[config.mk]
export PLATFORM = sky130hd
export DESIGN_NAME = ramfill_ctrl
export DESIGN_NICKNAME = d
export VERILOG_FILES = /design/src/rtl/ramfill_pkg.sv /design/src/rtl/ramfill_rst_sync.sv /design/src/rtl/ramfill_regs.sv /design/src/rtl/ramfill_seq.sv /design/src/rtl/ramfill_port.sv /design/src/rtl/ramfill_ctrl.sv
export SDC_FILE = /design/constraint.sdc
export NUM_CORES = 1
export LEC_CHECK = 0
export BUFFER_PORTS_ARGS = -buffer_cell sky130_fd_sc_hd__clkbuf_2
export CORE_AREA = 4 4 152 154
export CTS_CLUSTER_DIAMETER = 200
export DETAILED_ROUTE_END_ITERATION = 6
export DIE_AREA = 0 0 156 158
export PLACE_DENSITY = 0.5
export SETUP_SLACK_MARGIN = 0.2
export SYNTH_ARGS = -nofsm -noshare
export SYNTH_HDL_FRONTEND = slang
export SYNTH_SLANG_ARGS = --single-unit
[constraint.sdc]
create_clock -name clk -period 1.75 [get_ports clk]
set_clock_uncertainty 0.2 [all_clocks]
set_input_delay 0.0875 -clock clk [delete_from_list [all_inputs] [get_ports clk]]
set_output_delay 0.0875 -clock clk [all_outputs]
set_load 0.01 [all_outputs]
[src/rtl/ramfill_pkg.sv]
package ramfill_pkg;

  function automatic logic word_parity(input logic [63:0] v);
    return ^v;
  endfunction

endpackage

[src/rtl/ramfill_rst_sync.sv]
module ramfill_rst_sync (
  input  logic clk,
  input  logic rst_n,
  output logic rst_n_sync
);
  logic [1:0] sync_q;

  always_ff @(posedge clk or negedge rst_n) begin
    if (!rst_n) sync_q <= 2'b00;
    else        sync_q <= {sync_q[0], 1'b1};
  end

  assign rst_n_sync = sync_q[1];
endmodule

[src/rtl/ramfill_regs.sv]
module ramfill_regs #(
  parameter int NUM_BANKS = 4
) (
  input  logic                 clk,
  input  logic                 rst_n,
  input  logic                 wr_en,
  input  logic [31:0]          wdata,
  output logic [31:0]          rdata,
  output logic [NUM_BANKS-1:0] start,
  output logic [NUM_BANKS-1:0] test_en
);
  logic [NUM_BANKS-1:0] test_q, test_d;

  always_comb begin
    test_d = test_q;
    rdata  = '0;
    for (int b = 0; b < NUM_BANKS; b++) begin
      start[b] = wr_en & wdata[2*b];
      if (wr_en) test_d[b] = wdata[2*b+1];
      rdata[2*b+1] = test_q[b];
    end
  end

  always_ff @(posedge clk or negedge rst_n) begin
    if (!rst_n)     test_q <= '0;
    else if (wr_en) test_q <= test_d;
  end

  assign test_en = test_q;
endmodule

[src/rtl/ramfill_seq.sv]
module ramfill_seq #(
  parameter int DEPTH  = 64,
  parameter int ADDR_W = $clog2(DEPTH)
) (
  input  logic              clk,
  input  logic              rst_n,
  input  logic              start,
  output logic              busy,
  output logic              done,
  output logic [ADDR_W-1:0] addr
);
  localparam logic [ADDR_W-1:0] LAST = ADDR_W'(DEPTH - 1);

  logic              busy_q, busy_d;
  logic              done_q, done_d;
  logic [ADDR_W-1:0] cnt_q, cnt_d;
  logic              cnt_en;

  always_comb begin
    busy_d = busy_q;
    done_d = 1'b0;
    cnt_d  = cnt_q;
    cnt_en = 1'b0;
    if (busy_q) begin
      cnt_en = 1'b1;
      if (cnt_q == LAST) begin
        busy_d = 1'b0;
        done_d = 1'b1;
        cnt_d  = '0;
      end else begin
        cnt_d = cnt_q + 1'b1;
      end
    end else if (start) begin
      busy_d = 1'b1;
      cnt_en = 1'b1;
      cnt_d  = '0;
    end
  end

  always_ff @(posedge clk or negedge rst_n) begin
    if (!rst_n) begin
      busy_q <= 1'b0;
      done_q <= 1'b0;
    end else begin
      busy_q <= busy_d;
      done_q <= done_d;
    end
  end

  always_ff @(posedge clk or negedge rst_n) begin
    if (!rst_n)      cnt_q <= '0;
    else if (cnt_en) cnt_q <= cnt_d;
  end

  assign busy = busy_q;
  assign done = done_q;
  assign addr = cnt_q;
endmodule

[src/rtl/ramfill_port.sv]
module ramfill_port #(
  parameter int ADDR_W = 6,
  parameter int DATA_W = 32
) (
  input  logic              fill_busy,
  input  logic [ADDR_W-1:0] fill_addr,
  input  logic              test_en,
  input  logic              req,
  input  logic [ADDR_W-1:0] req_addr,
  input  logic [DATA_W-1:0] req_data,
  input  logic              req_check,
  output logic              stall,
  output logic              we,
  output logic [ADDR_W-1:0] addr,
  output logic [DATA_W-1:0] data,
  output logic              check
);
  import ramfill_pkg::*;

  always_comb begin
    stall = req & fill_busy;
    if (fill_busy) begin
      we    = 1'b1;
      addr  = fill_addr;
      data  = '0;
      check = word_parity(64'(fill_addr));
    end else begin
      we    = req;
      addr  = req_addr;
      data  = req_data;
      check = test_en ? req_check
                      : (word_parity(64'(req_data)) ^ word_parity(64'(req_addr)));
    end
  end
endmodule

[src/rtl/ramfill_ctrl.sv]
module ramfill_ctrl #(
  parameter int NUM_BANKS = 4,
  parameter int DEPTH     = 64,
  parameter int DATA_W    = 32,
  localparam int ADDR_W   = $clog2(DEPTH)
) (
  input  logic                          clk,
  input  logic                          rst_n,
  input  logic                          reg_wr,
  input  logic [31:0]                   reg_wdata,
  output logic [31:0]                   reg_rdata,
  input  logic [NUM_BANKS-1:0]          acc_req,
  input  logic [NUM_BANKS*ADDR_W-1:0]   acc_addr,
  input  logic [NUM_BANKS*DATA_W-1:0]   acc_wdata,
  input  logic [NUM_BANKS-1:0]          acc_wcheck,
  output logic [NUM_BANKS-1:0]          acc_stall,
  output logic [NUM_BANKS-1:0]          ram_we,
  output logic [NUM_BANKS*ADDR_W-1:0]   ram_addr,
  output logic [NUM_BANKS*DATA_W-1:0]   ram_data,
  output logic [NUM_BANKS-1:0]          ram_check,
  output logic [NUM_BANKS-1:0]          busy,
  output logic [NUM_BANKS-1:0]          done
);
  logic                 rst_n_int;
  logic [NUM_BANKS-1:0] start;
  logic [NUM_BANKS-1:0] test_en;

  ramfill_rst_sync u_rst (
    .clk        (clk),
    .rst_n      (rst_n),
    .rst_n_sync (rst_n_int)
  );

  ramfill_regs #(.NUM_BANKS(NUM_BANKS)) u_regs (
    .clk     (clk),
    .rst_n   (rst_n_int),
    .wr_en   (reg_wr),
    .wdata   (reg_wdata),
    .rdata   (reg_rdata),
    .start   (start),
    .test_en (test_en)
  );

  for (genvar b = 0; b < NUM_BANKS; b++) begin : g_bank
    logic [ADDR_W-1:0] fill_addr;

    ramfill_seq #(.DEPTH(DEPTH), .ADDR_W(ADDR_W)) u_seq (
      .clk   (clk),
      .rst_n (rst_n_int),
      .start (start[b]),
      .busy  (busy[b]),
      .done  (done[b]),
      .addr  (fill_addr)
    );

    ramfill_port #(.ADDR_W(ADDR_W), .DATA_W(DATA_W)) u_port (
      .fill_busy (busy[b]),
      .fill_addr (fill_addr),
      .test_en   (test_en[b]),
      .req       (acc_req[b]),
      .req_addr  (acc_addr[b*ADDR_W +: ADDR_W]),
      .req_data  (acc_wdata[b*DATA_W +: DATA_W]),
      .req_check (acc_wcheck[b]),
      .stall     (acc_stall[b]),
      .we        (ram_we[b]),
      .addr      (ram_addr[b*ADDR_W +: ADDR_W]),
      .data      (ram_data[b*DATA_W +: DATA_W]),
      .check     (ram_check[b])
    );
  end
endmodule

# [Yosys cells after proc, flatten, opt, wreduce, memory -nomap -nowiden]
# Index checks and enable logic that the tools add are counted.
[word_totals] reg_bits=38
[op_classes] bitwise=12 n_mux=56 addsub=4 n_reduce_logical=20 n_eq_ne=4
[ops] operator="$reduce_xor 64->1" count=12
[ops] operator="$mux 32" count=4
[ops] operator="$mux 6" count=16
[ops] operator="$mux 1" count=36
[ops] operator="$add 6x1->6 const B" count=4
[ops] operator="$eq 6x6->1 const B" count=4
[ops] operator="$and 1x1->1" count=8
[ops] operator="$reduce_and 2->1" count=4
[ops] operator="$reduce_bool 2->1" count=4
[ops] operator="$xor 1x1->1" count=4

# [Depth between registers and ports, before layout]
# Gate-level depths: netlist of the first run.
[logic_depth] ltp_word=4 depth_mapped=7 depth_no_buf=6

# [Hierarchy]
# Synthesis of the first run repeated with hierarchy kept, for this count alone.
[hier_totals] cells_unflattened=573 hier_area_um2=4938.5
[modules_own_cells] mod="ramfill_port" cells_per_inst=90 area_per_inst_um2=706.9 n_inst=4
[modules_own_cells] mod="ramfill_seq" cells_per_inst=41 area_per_inst_um2=402.9 n_inst=4
[modules_own_cells] mod="ramfill_regs" cells_per_inst=46 area_per_inst_um2=445.4 n_inst=1
[modules_own_cells] mod="ramfill_rst_sync" cells_per_inst=3 area_per_inst_um2=53.8 n_inst=1

# [Worst setup path after synthesis of the first run]
# OpenSTA, ideal clock, no wires.
[synth_path] kind="input-to-output" startpoint="in acc_wdata[14]" endpoint="out ram_check[0]" path_stages=7 t_required_ps=1462 arrival_ps=1322 path_slack_ps=140 path_cell_list="xor2_1 > xnor2_1 > xnor2_1 > xnor3_1 > nor3_2 > nand3b_1 > buf_4"
[synth_between] elab_chain_len=4
[synth_rtl] element="from (decl)" line="ramfill_ctrl.sv:14" source="input logic [NUM_BANKS*DATA_W-1:0] acc_wdata,"
[synth_rtl] element="$reduce_xor 64->1" line="ramfill_pkg.sv:4" source="return ^v;"
[synth_rtl] element="$xor 1x1->1" line="ramfill_port.sv:32" source=": (word_parity(64'(req_data)) ^ word_parity(64'(req_addr)));"
[synth_rtl] element="$mux 1" line="ramfill_port.sv:31" source="check = test_en ? req_check"
[synth_rtl] element="$mux 1" line="ramfill_port.sv:22" source="if (fill_busy) begin"
[synth_rtl] element="to (decl)" line="ramfill_ctrl.sv:20" source="output logic [NUM_BANKS-1:0] ram_check,"
# Every way passes these cells.

# [Worst setup path in the final report of the first run]
[layout_path] startpoint="reg g_bank[2].u_seq.cnt_q[1]" endpoint="out ram_check[2]"
[layout_between] elab_chain_len=2
[layout_rtl] element="from (decl)" line="ramfill_seq.sv:16" source="logic [ADDR_W-1:0] cnt_q, cnt_d;"
[layout_rtl] element="from (signal assigned)" line="ramfill_seq.sv:52" source="else if (cnt_en) cnt_q <= cnt_d;"
[layout_rtl] element="$reduce_xor 64->1" line="ramfill_pkg.sv:4"
[layout_rtl] element="$mux 1" line="ramfill_port.sv:22"
# Every way passes these cells.

==> reports/metrics.cfg, run 1 <==
[sta]
max_freq_mhz = 531
fin_crit_ns = 1.88
grt_setup_unrepaired = yes
drv_slew = 0
holdWs_ns = 0.00975
min_period_over_period_pct = 108
worst_slack_ns = -0.133
hold_violations = 0
setup_viol = 4

[global_route]
grt_pass1_vias = 4876
antenna_found_initial = 0
track_usage_pct = 11.5
grt_max_degree = 37
grt_overflow = 0
grt_first_pass_wirelength_mm = 23.7

[drt]
wl_met1_mm = 6.48
wl_mm = 16.7
drt_iter0_drc = 176
drt_pass1_iterations = 4
viasPerCell = 4.08
drtAntennaViolNets = 0
wl_met3_mm = 1.19
drc = 0
top_layer_used = met4
wl_met2_mm = 8.92
vias = 5125
wl_per_cell_um = 13.3

[logic_synthesis]
seq_area_frac_synth_pct = 19.8
avgSynthCellArea_um2 = 8.44
syn_area_um2 = 4810
synth.distinct_cells = 30
synth_top_area_share_pct = 23.7
synthCells = 570
yosysWarnings = 0
ys_ff_latch = 38
synth.largest_area_cell = xnor2_1
synth.area.top_cells = xnor2_1, dfrtp_1, nor2b_1, buf_4, mux2_2

[placed_design]
place_hpwl_mm = 12.5
pre_cts_ws_ns = -0.0417
place_congestion = 0.763
port_buffers = 346

[worst_setup_path]
required_ns = 1.46
crit_path_start_kind = register
path_max_fanout = 4
critPathCaptureType = output pin
worst-r2r-setup-slack_ns = 0.21
path_class = register to output pin
cp.arrival_ns = 1.60

[clock_tree]
cts_buffers = 5
clkSinkCount = 38
clk_path_buf_depth = 2
clk_pin_slew_worst_paths_ns = 0.06
h-tree-depth = 2
cts_tree = done
clk_latency_ns = 0.28
ctsRootBufferMaster = clkbuf_16

[flow_run]
cap_viol_max_count = 0

[floorplanning]
die_h_um = 158
die_area_um2 = 24600
start_util_pct = 22.2
rows = 54
core_um2 = 21700
ios = 399
die_w_um = 156

[pwr]
p_leak_nw = 4.38
p_per_area_nw_per_um2 = 1030
ir_drop_uv = 533

[run_status]
violations = negative setup slack
status = complete, but fails checks

[layout]
diodes = 0
area_delta_synth_final_pct = 82.9
drive_gt1_share_pct = 55.7
final_nets = 1181

[hold_path]
hold_path.class = primary input to register

[per-layer routing]
metal | track usage [%] | vias to the layer above
li1 | - | 2581
met1 | 13.7 | 2350
met2 | 21.9 | 182
met3 | 2.30 | 12
met4 | 1.58 | 0
met5 | 0 | -
[layout make-up]
| class | instances | area, um2 |
|---|---|---|
| fill | 2149 | 12900 |
| multi-input combinational | 482 | 3990 |
| timing repair buffer | 443 | 3350 |
| sequential | 38 | 961 |
| tap | 280 | 350 |
| clock buffer | 8 | 136 |
| inverter | 4 | 15.0 |
[critical path, stage by stage (launching register included)]
cell and delay (ns):
dfrtp_2 0.44, ha_4 0.26, xnor2_2 0.13, xnor2_1 0.13
a21oi_1 0.13, nand3b_1 0.09, clkbuf_2 0.13
[worst paths after layout]
check	start	end	depth (start not counted)
max	g_bank[2].u_seq.addr[1]	ram_check[2]	6
min	reg_wdata[4]	g_bank[2].u_seq.busy	4
max reg2reg	g_bank[2].u_seq.busy	g_bank[2].u_seq.addr[3]	8
min reg2reg	u_rst.sync_q[1]	g_bank[1].u_seq.addr[0]	1
max in group asynchronous	rst_n	u_rst.sync_q[1]	3
min in group asynchronous	u_rst.sync_q[1]	g_bank[1].u_seq.addr[0]	1
[synthesized netlist by cell type]
cell      count
nor3_2        4
or2_1         3
mux2_1        5
xnor3_1       4
and2_1        5
xor2_1       18
nor3_1        3
nor2b_2       3
nor2_1       16
nand3_1      12
o21ai_0      22
or2_2         5
a32o_1        3
dfrtp_1      38
buf_4        52
nand2_1      23
inv_1         1
nand3b_1      8
o21ai_1       3
o31ai_1       3
and3_1        8
conb_1        2
nor2b_1     125
a21oi_1      14
ha_1         12
clkbuf_1     21
mux2_2       23
xnor2_1     130
a22o_1        1
inv_2         3
[registers in the layout, indices dropped and copies added, names as in the netlist]
register           cells
g_bank.u_seq.busy      4
g_bank.u_seq.addr     24
u_regs.test_en         4
u_rst.sync_q           2
g_bank.u_seq.done      4
[report_power, final]
| group | switching, mW | internal [mW] | leakage, nW |
|---|---|---|---|
| clock network | 0.353 | 0.531 | 0.0652 |
| logic | 2.74 | 3.91 | 3.86 |
| registers | 0.345 | 1.18 | 0.449 |
| total | 3.44 | 5.63 | 4.38 |
[logic make-up (layout without fill, tap and decap cells)]
family,count (synthesis),after routing,share of synthesized area (%)
AOI/OAI and AO/OA,46,46,5.33
other,2,29,0.156
adders and majority gates,12,12,3.12
buffers and inverters,77,455,10.1
muxes,28,28,6.55
xor gates and xnor gates,152,152,28.8
DFF,38,38,19.8
and+or+nand+nor,215,215,26.2
[per-stage QoR]
| stage | instances | instance area (um2) | total power, mW | TNS (ns) | utilization [%] |
|---|---|---|---|---|---|
| final | 1255 | 8800 | 9.07 | -0.451 | 40.6 |
| after CTS | 1236 | 7910 | 8.20 | -0.685 | 36.5 |
| after global routing | 1255 | 8800 | 9.81 | -0.960 | 40.6 |
| after floorplan | 597 | 4940 | 5.02 | 0 | - |
| after global placement | 1189 | 6850 | 6.40 | -0.0959 | 31.6 |
| after detailed placement | 1189 | 6850 | 6.42 | -0.121 | 31.6 |
[placed cells by master, fill, tap and decap left out, drive strengths merged, types with 12 or more instances in the layout]
master,netlist,final
a21oi,14,14
buf,52,245
clkbuf,21,198
conb,2,29
dfrtp,38,38
ha,12,12
mux2,28,28
nand2,23,23
nand3,12,12
nor2,16,16
nor2b,128,128
o21ai,25,25
xnor2,130,130
xor2,18,18
[what timing repair did]
action                                  CTS  global route
setup buffers                            24            13
hold buffers                              8             0
hold endpoints to repair                  8             0
pin swaps                                 4            13
gates cloned                              7             6
gates resized for setup                 110           278
endpoints found under the setup margin   69           156
Power figures use the tool's default switching activity.
==> run 2: changes to the inputs <==
--- a/config.mk
+++ b/config.mk
@@ -7,6 +7,7 @@
 export LEC_CHECK = 0
 export BUFFER_PORTS_ARGS = -buffer_cell sky130_fd_sc_hd__clkbuf_2
 export CORE_AREA = 4 4 152 154
+export CTS_BUF_LIST = sky130_fd_sc_hd__clkbuf_2
 export CTS_CLUSTER_DIAMETER = 200
 export DETAILED_ROUTE_END_ITERATION = 6
 export DIE_AREA = 0 0 156 158
==> reports/metrics.cfg, run 2 (synthesis gave the netlist of run 1 again) <==
[drt]
drt_iter0_drc = 143  ; was 176
viasPerCell = 4.07  ; was 4.08
vias = 5167  ; was 5125
drc = 0  ; unchanged
wl_per_cell_um = 13.1  ; was 13.3 um
drt_pass1_iterations = 4  ; unchanged
drtAntennaViolNets = 0  ; unchanged
wl_mm = 16.7  ; about the same

[sta]
hold_violations = 0  ; unchanged
min_period_over_period_pct = 117  ; was 108%
fin_crit_ns = 2.05  ; was 1.88 ns
setup_viol = 106  ; was 4
drv_slew = 0  ; unchanged
worst_slack_ns = -0.298  ; was -0.133 ns
max_freq_mhz = 488  ; was 531 MHz
holdWs_ns = 0.128  ; was 0.00975 ns
grt_setup_unrepaired = yes  ; unchanged

[run_status]
status = complete, but fails checks  ; unchanged
violations = negative setup slack  ; unchanged

[layout]
fillers = 2170  ; was 2149
mostFrequentLayoutCells = clkbuf_2, xnor2_1, buf_2  ; unchanged
final_util_pct = 40.2  ; was 40.6%
final_nets = 1197  ; was 1181
area_delta_synth_final_pct = 81.2  ; was 82.9%
drive_gt1_share_pct = 56.9  ; was 55.7%
largest_register_ff_count = 24  ; unchanged
layout_commonest_cell = clkbuf_2  ; unchanged
diodes = 0  ; unchanged

[global_route]
grt_pass1_vias = 4941  ; was 4876
busiest_layer = met2  ; unchanged
grt_max_degree = 37  ; unchanged
use_met2_pct = 22.2  ; was 21.9%
antenna_found_initial = 0  ; unchanged
grt_use_met3_pct = 2.30  ; unchanged
grt_first_pass_wirelength_mm = 23.7  ; about the same
grt_overflow = 0  ; unchanged
track_usage_pct = 11.6  ; was 11.5%
gr-usage-met1_pct = 13.5  ; was 13.7%

[worst_setup_path]
path_class = register to output pin  ; unchanged
required_ns = 1.46  ; about the same
r2r_start = g_bank[1].u_seq.busy  ; was g_bank[2].u_seq.busy
crit_path_start_kind = register  ; unchanged
critPathCaptureType = output pin  ; unchanged
cp-startpoint = g_bank[1].u_seq.addr[1]  ; was g_bank[2].u_seq.addr[1]
cp.arrival_ns = 1.76  ; was 1.60 ns
path_max_fanout = 2  ; was 4

[floorplanning]
ios = 399  ; unchanged
core_um2 = 21700  ; unchanged
die_h_um = 158  ; unchanged
die_area_um2 = 24600  ; unchanged
start_util_pct = 22.2  ; unchanged
die_w_um = 156  ; unchanged
rows = 54  ; unchanged

[pwr]
p_leak_nw = 4.36  ; was 4.38 nW
p_per_area_nw_per_um2 = 975  ; was 1030 nW/um2
ir_drop_uv = 530  ; was 533 uV
total_power_mw = 8.50  ; was 9.07 mW

[placed_design]
port_buffers = 346  ; unchanged
place_congestion = 0.763  ; unchanged
place_hpwl_mm = 12.5  ; unchanged
pre_cts_ws_ns = -0.0417  ; unchanged

[hold_path]
hold_path.class = register to asynchronous set/reset pin  ; was primary input to register

[clock_tree]
cts_buffers = 5  ; unchanged
clk_path_buf_depth = 2  ; unchanged
h-tree-depth = 2  ; unchanged
cts_tree = done  ; unchanged
clk_pin_slew_worst_paths_ns = 0.21  ; was 0.06 ns
clk_latency_ns = 0.39  ; was 0.28 ns
clkSinkCount = 38  ; unchanged
ctsRootBufferMaster = clkbuf_2  ; was clkbuf_16

[flow_run]
cap_viol_max_count = 0  ; unchanged

## run 2: cell count changes in the layout (fill, tap and decap cells not counted), sizes merged
cell         previous run  this run
buf                   245       253
clkbuf                198       203
dlygate4sd3             8        11
## run 2: worst paths after layout
kind / end / slack (ns) / cells past startpoint
setup / recovery: ram_check[1] / -0.30 / 6
hold / removal: g_bank[1].u_seq.addr[0] / 0.13 / 1
setup reg to reg: g_bank[1].u_seq.addr[2] / 0.11 / 8
hold reg to reg: g_bank[1].u_seq.addr[0] / 0.13 / 1
max in group asynchronous: g_bank[0].u_seq.busy / 0.84 / 1
min in group clk: u_rst.sync_q[1] / 0.18 / 0
## run 2: layout make-up
class / instances / area, um2 / area share [%]
Multi-Input combinational cell: 482 / 3960 / 45.4
Tap cell: 280 / 350 / 4.02
Sequential cell: 38 / 960 / 11.0
Clock buffer: 8 / 40.0 / 0.459
Inverter: 4 / 15.0 / 0.172
Timing Repair Buffer: 459 / 3400 / 39.0
## run 2: where the power goes
part           leakage (nW)  switching [mW]  internal, mW
sequential            0.450           0.281          1.18
combinational          3.87            2.80          3.82
clock                0.0332           0.312         0.118
total                  4.36            3.39          5.11
## run 2: worst max-delay path: stages (launching register included)
cell,delay (ns)
dfrtp_1,0.47
ha_4,0.27
xnor2_2,0.13
xnor2_1,0.13
a21oi_1,0.12
nand3b_1,0.09
buf_2,0.15
## run 2: per-stage QoR
step           instance area [um2]  TNS [ns]  std cells
6_report                      8720     -5.69       1271
5_1_grt                       8720    -25.87       1271
4_1_cts                       7810    -15.43       1251
3_5_place_dp                  6850    -0.121       1189
3_3_place_gp                  6850   -0.0959       1189
2_1_floorplan                 4940         0        597
## run 2: layer usage
metal | part of all wire, % | up-vias | wire length, um
li1 | - | 2612 | -
met1 | 39 | 2367 | 6540
met2 | 53 | 176 | 8890
met3 | 6.6 | 12 | 1100
met4 | 0.86 | 0 | 143
met5 | 0 | - | 0
## run 2: repair_timing
item / 4_1_cts / 5_1_grt
gates cloned: 8 / 4
buffers inserted: 35 / 16
hold endpoints to repair: 34 / 0
resized for setup: 90 / 302
endpoints found under the setup margin: 169 / 190
pin swaps: 5 / 14
hold buffers: 11 / 0
==> run 3: changes to the inputs <==
--- a/config.mk
+++ b/config.mk
@@ -6,12 +6,15 @@
 export NUM_CORES = 1
 export LEC_CHECK = 0
 export BUFFER_PORTS_ARGS = -buffer_cell sky130_fd_sc_hd__clkbuf_2
-export CORE_AREA = 4 4 152 154
+export CAP_MARGIN = 20
+export CELL_PAD_IN_SITES_DETAIL_PLACEMENT = 1
+export CELL_PAD_IN_SITES_GLOBAL_PLACEMENT = 1
+export CORE_AREA = 4 4 151 153
 export CTS_BUF_LIST = sky130_fd_sc_hd__clkbuf_2
 export CTS_CLUSTER_DIAMETER = 200
 export DETAILED_ROUTE_END_ITERATION = 6
-export DIE_AREA = 0 0 156 158
-export PLACE_DENSITY = 0.5
+export DIE_AREA = 0 0 155 157
+export PLACE_DENSITY = 0.7
 export SETUP_SLACK_MARGIN = 0.2
 export SYNTH_ARGS = -nofsm -noshare
 export SYNTH_HDL_FRONTEND = slang
==> constraint.sdc (replaced) <==
create_clock -name clk -period 2.1 [get_ports clk]
set_clock_uncertainty 0.2 [all_clocks]
set_input_delay 0.105 -clock clk [delete_from_list [all_inputs] [get_ports clk]]
set_output_delay 0.105 -clock clk [all_outputs]
set_load 0.01 [all_outputs]
==> reports/metrics.cfg, run 3 (synthesis gave the netlist of run 1 again) <==
[pwr]
p_sw_mw = 3.05  ; was 3.39 mW
p_int_mw = 4.29  ; was 5.11 mW
ir_drop_uv = 477  ; was 530 uV
p_per_area_nw_per_um2 = 887  ; was 975 nW/um2
p_leak_nw = 4.10  ; was 4.36 nW
share_comb_of_total_power_pct = 77.9  ; was 77.8%
swShare_pct = 41.5  ; was 39.9%
p_clk_share_pct = 4.7  ; was 5.1%
p_seq_share_pct = 17.4  ; was 17.1%

[sta]
grt_setup_unrepaired = yes  ; unchanged
relSlewSlack_pct = 63.3
tightest_slew_ns = 0.551
setup_viol = 3  ; was 106
max_freq_mhz = 461
fin_crit_ns = 2.17
worst_slack_ns = -0.0669  ; was -0.298 ns
hold_violations = 0  ; unchanged
min_period_over_period_pct = 103
drv_slew = 0  ; unchanged

[layout]
largest_register_ff_count = 24  ; unchanged
area_delta_synth_final_pct = 71.7  ; was 81.2%
fin_cells = 1251  ; was 1271
mostFrequentLayoutCells = clkbuf_2, xnor2_1, nor2b_1  ; was clkbuf_2, xnor2_1, buf_2
final_util_pct = 38.3  ; was 40.2%
layout_commonest_cell = clkbuf_2  ; unchanged
fin_area_um2 = 8260  ; was 8720 um2
final_nets = 1176  ; was 1197
drive_gt1_share_pct = 52.1  ; was 56.9%

[worst_setup_path]
cp.arrival_ns = 1.86  ; was 1.76 ns
required_ns = 1.79  ; was 1.46 ns
path_max_fanout = 2  ; unchanged
rr_worst_depth = 8  ; unchanged
r2r_start = g_bank[2].u_seq.busy  ; was g_bank[1].u_seq.busy
r2r_end = g_bank[2].u_seq.addr[3]  ; was g_bank[1].u_seq.addr[2]
path_class = register to output pin  ; unchanged
crit_path_start_kind = register  ; unchanged
worst-r2r-setup-slack_ns = 0.27  ; was 0.11 ns
critPathCaptureType = output pin  ; unchanged

[global_route]
track_usage_pct = 13.4  ; was 11.6%
grt_pass1_vias = 5358  ; was 4941
grt_overflow = 0  ; unchanged
grt_first_pass_wirelength_mm = 27.0  ; was 23.7 mm
antenna_found_initial = 1  ; was 0
grt_max_degree = 37  ; unchanged

[clock_tree]
cts_tree = done  ; unchanged
clkSinkCount = 38  ; unchanged
clk_pin_slew_worst_paths_ns = 0.24  ; was 0.21 ns
cts_buffers = 5  ; unchanged
h-tree-depth = 2  ; unchanged
clk_latency_ns = 0.45  ; was 0.39 ns
ctsRootBufferMaster = clkbuf_2  ; unchanged
clk_path_buf_depth = 2  ; unchanged

[placed_design]
pre_cts_ws_ns = 0.202  ; was -0.0417 ns
port_buffers = 346  ; unchanged
dp.cells = 1161  ; was 1189
place_hpwl_mm = 14.1  ; was 12.5 mm
place_congestion = 0.754  ; was 0.763
dpl_cell_area_um2 = 6610  ; was 6850 um2

[run_status]
status = complete, but fails checks  ; unchanged
violations = negative setup slack  ; unchanged

[hold_path]
min_to = u_regs.test_en[0]
hold_path.startpoint = reg_wr
min_path_cells = 2
hold_path.class = primary input to register  ; was register to asynchronous set/reset pin

[floorplanning]
core_um2 = 21600  ; was 21700 um2
die_w_um = 155  ; was 156 um
rows = 54  ; unchanged
ios = 399  ; unchanged
die_h_um = 157  ; was 158 um
start_util_pct = 22.3  ; was 22.2%
die_area_um2 = 24300  ; was 24600 um2

[drt]
vias = 5255  ; was 5167
drc = 0  ; unchanged
viasPerCell = 4.20  ; was 4.07
drt_iter0_drc = 124  ; was 143
drt_pass1_iterations = 4  ; unchanged
drtAntennaViolNets = 0  ; unchanged
wl_mm = 19.7  ; was 16.7 mm
wl_per_cell_um = 15.7  ; was 13.1 um

[flow_run]
cap_viol_max_count = 0  ; unchanged

[run 3: timing repair]
item                                   4_1_cts  5_1_grt
pin swaps                                   16       10
hold buffers                                13        0
setup buffers                               34       27
endpoints found under the hold margin       34        0
gates resized for setup                     61      199
setup endpoints to repair                   31       73
cloned                                       2        5
[run 3: critical path: stages, from the launching register on]
cell and delay [ns]:
dfrtp_1 0.48, ha_4 0.28, xnor2_2 0.14, xnor2_1 0.14, a21oi_1 0.14, nand3b_1 0.09
clkbuf_2 0.15
[run 3: through the flow]
stage | hold WS (ns) | power, mW | setup TNS, ns
6_report | 0.0781 | 7.33 | -0.132
5_1_grt | 0.0556 | 7.91 | -1.65
3_3_place_gp | -0.307 | 5.10 | 0
2_1_floorplan | -0.391 | 4.19 | 0
4_1_cts | 0.00911 | 6.22 | -0.525
3_5_place_dp | -0.306 | 5.16 | 0
[run 3: power groups by stage]
stage,sequential [mW],clock [mW],combinational (mW)
final,1.28,0.343,5.71
after global placement,1.31,0,3.79
after detailed placement,1.31,0,3.85
after global routing,1.31,0.407,6.19
after floorplan,1.20,0,2.99
after CTS,1.21,0.380,4.63
[run 3: layout make-up]
class	instances	area (um2)
clock inverter	3	11.3
sequential	38	957
clock buffer	5	25.0
inverter	4	15.0
timing repair buffer	438	3060
fill	2629	13300
multi-input combinational	482	3840
antenna	1	2.50
tap	280	350
[run 3: worst max path at each step]
stage                     cells after the start               startpoint  slack [ns]            to
after floorplan                               7            acc_wdata[14]        0.46  ram_check[0]
after global placement                        8            acc_wdata[44]        0.20  ram_check[1]
after detailed placement                      8            acc_wdata[14]        0.20  ram_check[0]
after CTS                                     6  g_bank[2].u_seq.addr[3]       -0.16  ram_check[2]
after global routing                          6  g_bank[2].u_seq.addr[3]       -0.20  ram_check[2]
final                                         6  g_bank[2].u_seq.addr[0]       -0.07  ram_check[2]
[run 3: metal layers]
layer	share of wire, %	track usage [%]	up-vias
met5	0	0	-
met4	0.89	1.93	0
met3	4.6	2.86	14
met2	55	25.2	160
met1	39	16.0	2528
li1	-	-	2553
